**src/rtl/ptcPkg.sv**
```systemverilog
package ptcPkg;
  localparam int WORD_W = 32;
  localparam int PA_W = 34;
  localparam int HI_W = PA_W - WORD_W;

  typedef struct packed {
    logic hitAccept;
    logic pushMiss;
    logic pushSkip;
    logic popFill;
    logic flushAll;
    logic flushOne;
  } ptcStrobeT;
endpackage

```
**src/rtl/ptcDatapath.sv**
```systemverilog
module ptcDatapath
  import ptcPkg::*;
#(
  parameter int LINES = 16,
  parameter int DEPTH = 16,
  parameter int ATOM_BYTES = 32
) (
  input  logic                                  clk,
  input  logic                                  rstN,
  input  ptcStrobeT                             strobe,
  input  logic [PA_W-$clog2(ATOM_BYTES)-1:0]    flushKey,
  input  logic [5:0]                            indexMap,
  input  logic [WORD_W-1:0]                     reqAddr,
  input  logic [WORD_W-1:0]                     memRspData,
  output logic                                  lookupHit,
  output logic                                  rspValid,
  output logic [WORD_W-1:0]                     rspData
);
  localparam int IDX_W = $clog2(LINES);
  localparam int PTR_W = $clog2(DEPTH);
  localparam int WSH = $clog2(ATOM_BYTES) - 2;
  localparam int KEY_W = PA_W - $clog2(ATOM_BYTES);

  logic [LINES-1:0]  lineValid;
  logic [WORD_W-1:0] lineAddr [LINES];
  logic [WORD_W-1:0] lineData [LINES];
  logic [WORD_W-1:0] pendAddr [DEPTH];
  logic [DEPTH-1:0]  pendSkip;
  logic [PTR_W-1:0]  wrPtr, rdPtr;
  logic [PTR_W:0]    pendCnt;
  logic [IDX_W-1:0]  lkIdx, fillIdx;
  logic [WORD_W-1:0] headAddr;
  logic              doFill;

  function automatic logic [IDX_W-1:0] lineIdx(input logic [WORD_W-1:0] a,
                                               input logic [5:0] m);
    return a[IDX_W-1:0] & m[IDX_W-1:0];
  endfunction

  function automatic logic flushHits(input logic [WORD_W-1:0] a,
                                     input ptcStrobeT s,
                                     input logic [KEY_W-1:0] k);
    return s.flushAll || (s.flushOne && (a[WORD_W-1:WSH] == k));
  endfunction

  always_comb begin
    lkIdx = lineIdx(reqAddr, indexMap);
    lookupHit = lineValid[lkIdx] && (lineAddr[lkIdx] == reqAddr);
    headAddr = pendAddr[rdPtr];
    fillIdx = lineIdx(headAddr, indexMap);
    doFill = strobe.popFill && !pendSkip[rdPtr] && !flushHits(headAddr, strobe, flushKey);
  end

  // line valid bits: a fill wins over a flush of the old occupant
  always_ff @(posedge clk or negedge rstN) begin
    if (!rstN) begin
      lineValid <= '0;
    end else begin
      for (int i = 0; i < LINES; i++) begin
        if (doFill && fillIdx == IDX_W'(i)) lineValid[i] <= 1'b1;
        else if (flushHits(lineAddr[i], strobe, flushKey)) lineValid[i] <= 1'b0;
      end
    end
  end

  always_ff @(posedge clk) begin
    if (doFill) begin
      lineAddr[fillIdx] <= headAddr;
      lineData[fillIdx] <= memRspData;
    end
    if (strobe.pushMiss) pendAddr[wrPtr] <= reqAddr;
  end

  // pending reads, in issue order; DEPTH must be a power of two
  always_ff @(posedge clk or negedge rstN) begin
    if (!rstN) begin
      wrPtr <= '0;
      rdPtr <= '0;
      pendCnt <= '0;
      pendSkip <= '0;
    end else begin
      for (int j = 0; j < DEPTH; j++)
        if (flushHits(pendAddr[j], strobe, flushKey)) pendSkip[j] <= 1'b1;
      if (strobe.pushMiss) begin
        pendSkip[wrPtr] <= strobe.pushSkip || flushHits(reqAddr, strobe, flushKey);
        wrPtr <= wrPtr + 1'b1;
      end
      if (strobe.popFill) rdPtr <= rdPtr + 1'b1;
      pendCnt <= pendCnt + (PTR_W+1)'(strobe.pushMiss) - (PTR_W+1)'(strobe.popFill);
    end
  end

  always_ff @(posedge clk or negedge rstN) begin
    if (!rstN) begin
      rspValid <= 1'b0;
      rspData <= '0;
    end else begin
      rspValid <= strobe.hitAccept || strobe.popFill;
      rspData <= strobe.popFill ? memRspData : lineData[lkIdx];
    end
  end

  assert_flush_all_R5: assert property (@(posedge clk) disable iff (!rstN)
    strobe.flushAll |=> (lineValid == '0));
  assert_skip_no_fill_R10: assert property (@(posedge clk) disable iff (!rstN)
    (strobe.popFill && pendSkip[rdPtr]) |=> ((lineValid & ~$past(lineValid)) == '0));
  assert_pop_nonempty_R3: assert property (@(posedge clk) disable iff (!rstN)
    strobe.popFill |-> (pendCnt != '0));
  assert_rsp_exclusive_R11: assert property (@(posedge clk) disable iff (!rstN)
    !(strobe.hitAccept && strobe.popFill));
  assert_fifo_room_R9: assert property (@(posedge clk) disable iff (!rstN)
    strobe.pushMiss |-> (pendCnt < (PTR_W+1)'(DEPTH)));
endmodule

```
**src/rtl/ptcControl.sv**
```systemverilog
module ptcControl
  import ptcPkg::*;
#(
  parameter int DEPTH = 16,
  parameter int ATOM_BYTES = 32
) (
  input  logic                               clk,
  input  logic                               rstN,
  input  logic                               cfgWe,
  input  logic [WORD_W-1:0]                  cfgWdata,
  input  logic                               flushHiWe,
  input  logic [HI_W-1:0]                    flushHiWdata,
  input  logic                               flushWe,
  input  logic [WORD_W-1:0]                  flushWdata,
  input  logic                               reqValid,
  input  logic                               lookupHit,
  input  logic                               memRspValid,
  output logic                               reqReady,
  output logic                               memReqValid,
  output ptcStrobeT                          strobe,
  output logic [PA_W-$clog2(ATOM_BYTES)-1:0] flushKey,
  output logic [5:0]                         indexMap
);
  // DEPTH must be at least 16 so the count can reach the largest limit
  localparam int CNT_W = $clog2(DEPTH) + 1;
  localparam int ATOM_LSB = $clog2(ATOM_BYTES);
  localparam int EN_BIT = 29;
  localparam int LIM_LSB = 24;

  logic              cfgEnable;
  logic [3:0]        reqLimit;
  logic [HI_W-1:0]   flushHi;
  logic [CNT_W-1:0]  outCnt, effLimit;
  logic [PA_W-1:0]   flushPa;
  logic              cacheHit, hitAccept, missAccept;
  logic              unusedBits;

  always_ff @(posedge clk or negedge rstN) begin
    if (!rstN) begin
      cfgEnable <= 1'b0;
      reqLimit <= 4'd8;
      indexMap <= 6'h3f;
      flushHi <= '0;
    end else begin
      if (cfgWe) begin
        cfgEnable <= cfgWdata[EN_BIT];
        reqLimit <= cfgWdata[LIM_LSB+3:LIM_LSB];
        indexMap <= cfgWdata[5:0];
      end
      if (flushHiWe) flushHi <= flushHiWdata;
    end
  end

  always_comb begin
    effLimit = (reqLimit == 4'd0) ? CNT_W'(1) : CNT_W'(reqLimit);
    cacheHit = cfgEnable && lookupHit;
    hitAccept = reqValid && cacheHit && (outCnt == '0);
    missAccept = reqValid && !cacheHit && (outCnt < effLimit);
    flushPa = {flushHi, flushWdata};
    flushKey = flushPa[PA_W-1:ATOM_LSB];
    strobe.hitAccept = hitAccept;
    strobe.pushMiss = missAccept;
    strobe.pushSkip = !cfgEnable;
    strobe.popFill = memRspValid;
    strobe.flushAll = flushWe && !flushPa[0];
    strobe.flushOne = flushWe && flushPa[0];
  end

  assign reqReady = hitAccept || missAccept;
  assign memReqValid = missAccept;
  assign unusedBits = ^{cfgWdata[31:30], cfgWdata[28], cfgWdata[23:6], flushPa[ATOM_LSB-1:1]};

  always_ff @(posedge clk or negedge rstN) begin
    if (!rstN) outCnt <= '0;
    else outCnt <= outCnt + CNT_W'(missAccept) - CNT_W'(memRspValid);
  end

  assert_limit_R9: assert property (@(posedge clk) disable iff (!rstN)
    memReqValid |=> (outCnt <= $past(effLimit)));
  assert_bypass_R4: assert property (@(posedge clk) disable iff (!rstN)
    (reqReady && !cfgEnable) |-> memReqValid);
  assert_hit_order_R11: assert property (@(posedge clk) disable iff (!rstN)
    (reqReady && !memReqValid) |-> (outCnt == '0));
  assert_cfg_hold_R8: assert property (@(posedge clk) disable iff (!rstN)
    !cfgWe |=> $stable(indexMap));
endmodule

```
**src/rtl/ptcCache.sv**
```systemverilog
module ptcCache
  import ptcPkg::*;
#(
  parameter int LINES = 16,
  parameter int DEPTH = 16,
  parameter int ATOM_BYTES = 32
) (
  input  logic        clk,
  input  logic        rstN,
  input  logic        cfgWe,
  input  logic [31:0] cfgWdata,
  input  logic        flushHiWe,
  input  logic [1:0]  flushHiWdata,
  input  logic        flushWe,
  input  logic [31:0] flushWdata,
  input  logic        reqValid,
  input  logic [31:0] reqAddr,
  output logic        reqReady,
  output logic        rspValid,
  output logic [31:0] rspData,
  output logic        memReqValid,
  output logic [31:0] memReqAddr,
  input  logic        memRspValid,
  input  logic [31:0] memRspData
);
  localparam int KEY_W = PA_W - $clog2(ATOM_BYTES);

  ptcStrobeT        strobe;
  logic [KEY_W-1:0] flushKey;
  logic [5:0]       indexMap;
  logic             lookupHit;

  ptcControl #(.DEPTH(DEPTH), .ATOM_BYTES(ATOM_BYTES)) ctrl (
    .clk(clk), .rstN(rstN),
    .cfgWe(cfgWe), .cfgWdata(cfgWdata),
    .flushHiWe(flushHiWe), .flushHiWdata(flushHiWdata),
    .flushWe(flushWe), .flushWdata(flushWdata),
    .reqValid(reqValid), .lookupHit(lookupHit), .memRspValid(memRspValid),
    .reqReady(reqReady), .memReqValid(memReqValid),
    .strobe(strobe), .flushKey(flushKey), .indexMap(indexMap)
  );

  ptcDatapath #(.LINES(LINES), .DEPTH(DEPTH), .ATOM_BYTES(ATOM_BYTES)) dp (
    .clk(clk), .rstN(rstN), .strobe(strobe), .flushKey(flushKey),
    .indexMap(indexMap), .reqAddr(reqAddr), .memRspData(memRspData),
    .lookupHit(lookupHit), .rspValid(rspValid), .rspData(rspData)
  );

  assign memReqAddr = reqAddr;
endmodule

```
**config.mk**
```make
export PLATFORM = sky130hd
export DESIGN_NAME = ptcCache
export DESIGN_NICKNAME = d
export VERILOG_FILES = /design/src/rtl/ptcPkg.sv /design/src/rtl/ptcDatapath.sv /design/src/rtl/ptcControl.sv /design/src/rtl/ptcCache.sv
export SDC_FILE = /design/constraint.sdc
export NUM_CORES = 2
export LEC_CHECK = 0
export BUFFER_PORTS_ARGS = -buffer_cell sky130_fd_sc_hd__buf_4
export CAP_MARGIN = 20
export CORE_AREA = 2 2 390 392
export CTS_BUF_LIST = sky130_fd_sc_hd__clkbuf_4
export DETAILED_ROUTE_END_ITERATION = 8
export DIE_AREA = 0 0 392 394
export PLACE_DENSITY = 0.74
export SLEW_MARGIN = 0
export SYNTH_ARGS = -nofsm -noshare
export SYNTH_HDL_FRONTEND = slang
export SYNTH_SLANG_ARGS = --single-unit
```
**constraint.sdc**
```tcl
create_clock -name clk -period 9.2 [get_ports clk]
set_input_delay 0.46 -clock clk [delete_from_list [all_inputs] [get_ports clk]]
set_output_delay 0.46 -clock clk [all_outputs]
set_load 0.05 [all_outputs]
```
# Word level (Yosys, flattened, before mapping)
# Memory sizes are Yosys's and may differ from the RTL's.
# Index checks and enable logic that the tools add are counted.
word_totals:
  mem_bits_rw: 1536
  elab_cells: 274
  register_bits: 89
  out_inout_bits: 67
  input_bits: 137
  n_memories: 3
op_classes:
  n_reduce_logical: 122
  n_lt_le_gt_ge: 5
  n_addsub: 4
  n_bitwise: 2
  n_mux: 62
  n_eq_ne: 50
memory_table:
  columns: ["memory", "words", "word_bits", "read_ports", "rd_clocked_by_memory_dff", "wr", "line", "text"]
  rows:
  - ["dp.lineAddr", 16, 32, 17, 0, 1, "ptcDatapath.sv:25", "logic [WORD_W-1:0] lineAddr [LINES];"]
  - ["dp.lineData", 16, 32, 1, 0, 1, "ptcDatapath.sv:26", "logic [WORD_W-1:0] lineData [LINES];"]
  - ["dp.pendAddr", 16, 32, 17, 0, 1, "ptcDatapath.sv:27", "logic [WORD_W-1:0] pendAddr [DEPTH];"]
op_table:
  columns: ["op", "n"]
  rows:
  - ["$eq A29 B29 Y1", 34]
  - ["$logic_and A1 B1 Y1", 61]
  - ["$mux W1", 55]
  - ["$logic_or A1 B1 Y1", 37]
  - ["$eq A32 B32 Y1", 1]
  - ["$eq A4 B4 Y1 const B", 8]
  - ["$mux W32", 1]
  - ["$reduce_bool A2 Y1", 16]
  - ["$bwmux W16", 1]
  - ["$eq A4 B3 Y1 const B", 4]
  - ["$mux W16", 1]
  - ["$lt A4 B5 Y1 const B", 3]
  - ["$add A4 B1 Y4 const B", 2]
  - ["$and A4 B4 Y4", 2]
  - ["$bmux W1 S4", 2]
  - ["$eq A4 B2 Y1 const B", 2]
  - ["$logic_not A4 Y1", 2]
  - ["$add A5 B1 Y5", 1]
  - ["$logic_not A1 Y1", 5]
  - ["$logic_not A5 Y1", 1]
  - ["$lt A5 B5 Y1", 1]
  - ["$sub A5 B1 Y5", 1]
  - ["$demux W1 S4", 1]
  - ["$eq A4 B1 Y1 const B", 1]
  - ["2 further kinds", 2]

# Depth between registers and ports, before layout
depth:
  ltp_word: 10
  depth_mapped: 23
  depth_no_buf: 18

# Modules after synthesis
# From an unflattened synthesis, not the netlist that was laid out.
unflattened:
  cells_unflattened: 4638
  area_unflattened_um2: 75376.0
modules_own_cells:
  columns: ["mod", "area_each_um2", "n_inst", "seq_area_each_um2", "cells_per_inst"]
  rows:
  - ["ptcDatapath", 73970.9, 1, 47951.0, 4495]
  - ["ptcControl", 1164.9, 1, 459.2, 111]
  - ["ptcCache", 240.2, 1, 0.0, 32]

# Least setup slack after synthesis
# OpenSTA, ideal clock, no wires.
synth_timing:
  kind: "reg-to-reg"
  from: "register ctrl.indexMap[0]"
  to: "register dp.pendSkip[7]"
  synth_period_minus_slack_ps: 6422
  setup_ps: 80
  t_arrival_ps: 6342
  path_buffers: 4
  stages_incl_launch_ff: 14
  path_slack_ps: 2778
  required_time_ps: 9120
  path_cell_list: "dfstp_2 -> and2_4 -> buf_6 -> buf_4 -> buf_4 -> mux4_2 -> mux2i_1 -> xnor2_1 -> nor4_1 -> o211ai_1 -> nor4b_2 -> buf_6 -> nor4_1 -> mux2_2"
synth_via:
  elab_chain_len: 9
  elab_cells_between_ends: 11
  cone_classes: "eq/ne: 1; mux: 3; bitwise: 1; reduce/logical: 5; memory: 1"
synth_lines:
  columns: ["element", "line", "text"]
  rows:
  - ["from (decl)", "ptcControl.sv:22", "output logic [5:0] indexMap"]
  - ["from (signal assigned)", "ptcControl.sv:48", "indexMap <= cfgWdata[5:0];"]
  - ["$and A4 B4 Y4 (*)", "ptcDatapath.sv:37", "return a[IDX_W-1:0] & m[IDX_W-1:0];"]
  - ["$mem_v2 Z16 W32 / $bmux W1 S4 (equally long branches)", null, null]
  - ["$eq A32 B32 Y1 / $mux W1 (equally long branches)", "ptcDatapath.sv:48", "lookupHit = lineValid[lkIdx] && (lineAddr[lkIdx] == reqAddr);"]
  - ["$logic_and A1 B1 Y1 (*)", "ptcDatapath.sv:48", null]
  - ["$logic_and A1 B1 Y1 (*)", "ptcControl.sv:56", "cacheHit = cfgEnable && lookupHit;"]
  - ["$logic_not A1 Y1 (*)", "ptcControl.sv:58", "missAccept = reqValid && !cacheHit && (outCnt < effLimit);"]
  - ["$logic_and A1 B1 Y1 (*) (2 in series)", "ptcControl.sv:58", null]
  - ["$mux W16 (*)", "ptcDatapath.sv:84", "if (strobe.pushMiss) begin"]
  - ["to (signal, indexed assignment)", "ptcDatapath.sv:85", "pendSkip[wrPtr] <= strobe.pushSkip || flushHits(reqAddr, strobe, flushKey);"]
  - ["to (decl)", "ptcDatapath.sv:28", "logic [DEPTH-1:0] pendSkip;"]
# Mark *: on every way between the ends. The rest lies on a longest branch, timed or not. The select of a mux whose other input is x is not followed.
# A chain may end at the register's enable or synchronous reset.

# Worst setup path in the final report
layout_timing:
  from: "register ctrl.indexMap[1]"
  to: "output reqReady"
layout_via:
  elab_chain_len: 9
  elab_cells_between_ends: 13
  cone_classes: "eq/ne: 1; mux: 2; bitwise: 1; reduce/logical: 8; memory: 1"
layout_lines:
  columns: ["element", "line", "text"]
  rows:
  - ["$and A4 B4 Y4 (*)", "ptcDatapath.sv:37", null]
  - ["$mem_v2 Z16 W32 / $bmux W1 S4 (equally long branches)", null, null]
  - ["$eq A32 B32 Y1 / $mux W1 (equally long branches)", "ptcDatapath.sv:48", null]
  - ["$logic_and A1 B1 Y1 (*)", "ptcDatapath.sv:48", null]
  - ["$logic_and A1 B1 Y1 (*)", "ptcControl.sv:56", null]
  - ["$logic_not A1 Y1", "ptcControl.sv:58", null]
  - ["$logic_and A1 B1 Y1 (2 in series)", "ptcControl.sv:58", null]
  - ["$logic_or A1 B1 Y1 (*)", "ptcControl.sv:69", "assign reqReady = hitAccept || missAccept;"]
  - ["to (decl)", "ptcCache.sv:18", "output logic reqReady,"]
# Marked as above.

==> out/qor.json <==
{
  "drt.antenna.violating_nets": 0,
  "drv_slew": 0,
  "route.detailed.vias_per_inst": 6.42,
  "grt_max_degree": 139,
  "max_cap_viol_count": 0,
  "synth.top_cells.by_count": "edfxtp_1 (1,536), xnor2_1 (532), xor2_1 (504)",
  "synth.area.mux_share_pct": 14.2,
  "yosys.area_share.xor_xnor_pct": 12.1,
  "worst_slew_pin_slew_ns": 1.18,
  "grt_pass1_vias": 47207,
  "ys.flop_type": "edfxtp_1",
  "final.setup.tns_ns": 0,
  "nets": 5115,
  "drt_wl_total_mm": 254,
  "fmaxAchievable_ghz": 0.130,
  "endpoint_kind": "output pin",
  "starting_density_of_the_core_pct": 49.6,
  "critical_path_peak_fanout": 138,
  "placeableCoreArea_sq_um": 151000,
  "synth-compound-area-share_pct": 1.80,
  "root_buffer": "clkbuf_4",
  "cts_setup_buffers": 0,
  "fin_worst_skew_ns": 0.221,
  "crit_path_max_incr_delay_ns": 0.72,
  "antenna_found_initial": 17,
  "yosysUniqueCellTypes": 71,
  "cpMaxStageDelayCell": "dfstp_2",
  "clock_tree_from_tritoncts": "yes",
  "syn_avg_cell_area_sq_um": 17.1,
  "cpLargestDelayFamily": "simple AND/OR/NAND/NOR gates",
  "synth_warnings": 0,
  "final_cell_area_sq_um": 85900,
  "synth_top_area_share_pct": 61.7,
  "portBuffers": 176,
  "final_period_minus_worst_setup_slack_ns": 7.71,
  "p_per_area_nw_per_um2": 243,
  "timing_hold_violations_final": 0,
  "global_route.usage.total_pct": 32.8,
  "path_buf_inv": 3,
  "floorplan.die_area_sq_um": 154000,
  "synthDominantAreaCellType": "edfxtp_1",
  "worst_skew_pair.late_latency_ns": 1.42,
  "detailed_place_hpwl_mm": 156,
  "power.leakage_nw": 28.1,
  "die_h_um": 394,
  "min-delay-path-class": "input port to register",
  "grt_first_pass_wirelength_mm": 352,
  "boundaryPins": 204,
  "drt_first_iter_violations": 7071,
  "cell_with_the_most_instances_after_synthesis": "edfxtp_1",
  "yosys.area_share.simple_pct": 4.87,
  "synth-edff-count": 1536,
  "setup-violations-final": 0,
  "synth_fp_nets": 4526,
  "route.detailed.wl_per_inst_um": 34.6,
  "areaGrowthSynthToFinish_pct": 14.9,
  "synth-adder-area-share_pct": 0.261,
  "yosysSeqAreaShare_pct": 64.7,
  "synth_top_cells_by_area": "edfxtp_1 (62%), mux4_2 (12%), xnor2_1 (6.2%)",
  "gate_count_after_technology_mapping": 4374,
  "layout-drive-gt1-share_pct": 28.9,
  "gpl.final_weighted_congestion": 0.994,
  "max-clock-path-buffers": 4,
  "total_vias_in_the_final_route": 47035,
  "placementRows": 143,
  "synth_area_sq_um": 74800,
  "dp_slack_ns": 2.39,
  "critPathKind": "register to output pin",
  "layout_setup_ws_ns": 1.49,
  "synth_async_sr_flop_share_pct": 5.48,
  "vdd_ir_drop_max_v": 0.000340,
  "grt_setup_unrepaired": "false",
  "globalRouteOverflowTotal": 0,
  "final.fill_count": 11560,
  "clk_pin_slew_worst_setup_hold_paths_ns": 0.07,
  "cts_num_sinks": 1625,
  "crit_arrival_ns": 7.25,
  "drc_errors": 0,
  "place_area_sq_um": 78700,
  "drtPass1Iterations": 6,
  "fp.dieW_um": 392,
  "relSlewSlack_pct": 21.0,
  "startpoint_type": "register",
  "cts_resized": 0,
  "cts_htree_levels": 5,
  "critical_path.cell_chain": "and2_4 > buf_12 > a2111oi_0 > nor4_1 > xnor2_1 > nand4_1 > nor4_1 > o211ai_1 > nor4b_4 > buf_4 > nand4_1 > nand2b_1 > buf_4",
  "timing.critical_path.required_ns": 8.74,
  "synthesis_stage_register_bit_count": 1625,
  "largest_family_of_logic_cells_by_synthesized_area": "multiplexers",
  "tritoncts_buffers": 420,
  "outcome": "completed",
  "final.period_utilization_pct": 83.8
}
==> timing repair <==
| item | CTS | global route |
|---|---|---|
| setup endpoints to repair | 0 | 0 |
| endpoints found under the hold margin | 1208 | 0 |
| hold buffers | 174 | 0 |
==> layout by cell type, fill, tap and decap left out, drive strengths merged, types with 30 or more instances in the layout <==
cell type    synthesis  routed
edfxtp            1536    1536
clkbuf             184     651
xnor2              532     532
xor2               504     504
mux4               405     405
buf                128     305
dlygate4sd3          0     173
nor4               172     172
nand4              166     166
dfrtp               84      84
clkinv               0      81
mux2i               76      76
nand2               64      64
mux2                63      63
nand3               46      46
a21oi               46      46
a211oi              44      44
nor2                38      38
nor2b               34      34
o21ai               31      31
nor3                30      30
==> worst min-delay path, delay by kind of cell <==
family                    cells  cell delay [ns]
AOI/OAI and AO/OA             1             0.07
xor gates and xnor gates      1             0.23
buffers and inverters         1             0.36
and+or+nand+nor               3             0.28
==> state kept, by name (all words and copies together), names as in the netlist, 5 cells and up <==
name and flops:
dp.lineAddr 512, dp.lineData 512, dp.pendAddr 512, dp.rspData 32
dp.lineValid 16, dp.pendSkip 16, ctrl.outCnt 5
==> per-stage QoR <==
step	cells	utilization [%]	power (mW)	hold WS, ns
finish	7325	57.0	20.9	0.160
global route	7321	57.0	21.3	0.0945
CTS	7313	57.0	20.6	0.00220
detailed placement	6395	52.2	14.3	0.487
global placement	6391	52.2	14.3	0.479
floorplan	4374	-	11.9	0.164
==> final timing paths <==
path	start	endpoint	slack (ns)	depth (start not counted)
worst max-delay path	ctrl.indexMap[1]	reqReady	1.49	13
worst max register to register	dp.rdPtr[0]	dp.lineAddr[1][31]	2.33	12
min in group asynchronous	rstN	dp.rspData[20]	0.25	4
worst min register to register	dp.lineValid[7]	dp.lineValid[7]	0.50	2
max in group asynchronous	rstN	dp.rdPtr[0]	7.83	4
worst min-delay path	flushWdata[11]	dp.lineValid[13]	0.16	6
==> power breakdown <==
group          total [mW]  internal, mW  switching (mW)
Sequential           9.22          8.96           0.257
Clock                6.35          3.36            2.98
Combinational        5.30          1.62            3.68
Total                20.9          13.9            6.92
==> area by class of cell <==
type | count | area [sq um] | share of cell area, %
well taps | 2030 | 2540 | 2.96
diodes | 10 | 25.0 | 0.0291
multi-input cells | 2417 | 25300 | 29.5
clock buffers | 651 | 4890 | 5.69
clock inverters | 93 | 520 | 0.606
inverters | 20 | 75.1 | 0.0874
flip-flops and latches | 1625 | 48400 | 56.3
repair buffers | 479 | 4180 | 4.87
==> cell families after synthesis <==
logic type	count (synthesis)
adder cells (fa/ha/maj)	15
flip-flops	1625
AND/OR/NAND/NOR	624
buffers and inverters	332
multiplexers	544
AO/OA/AOI/OAI	198
XOR/XNOR	1036
==> routing by layer <==
metal / track usage (%) / up-vias / share of wire, %
li1: - / 18593 / -
met5: 0 / - / 0.016
met3: 10.3 / 779 / 15
met4: 18.3 / 6 / 6.3
met2: 48.6 / 3917 / 45
met1: 42.9 / 23740 / 34
Power figures use the tool's default switching activity.
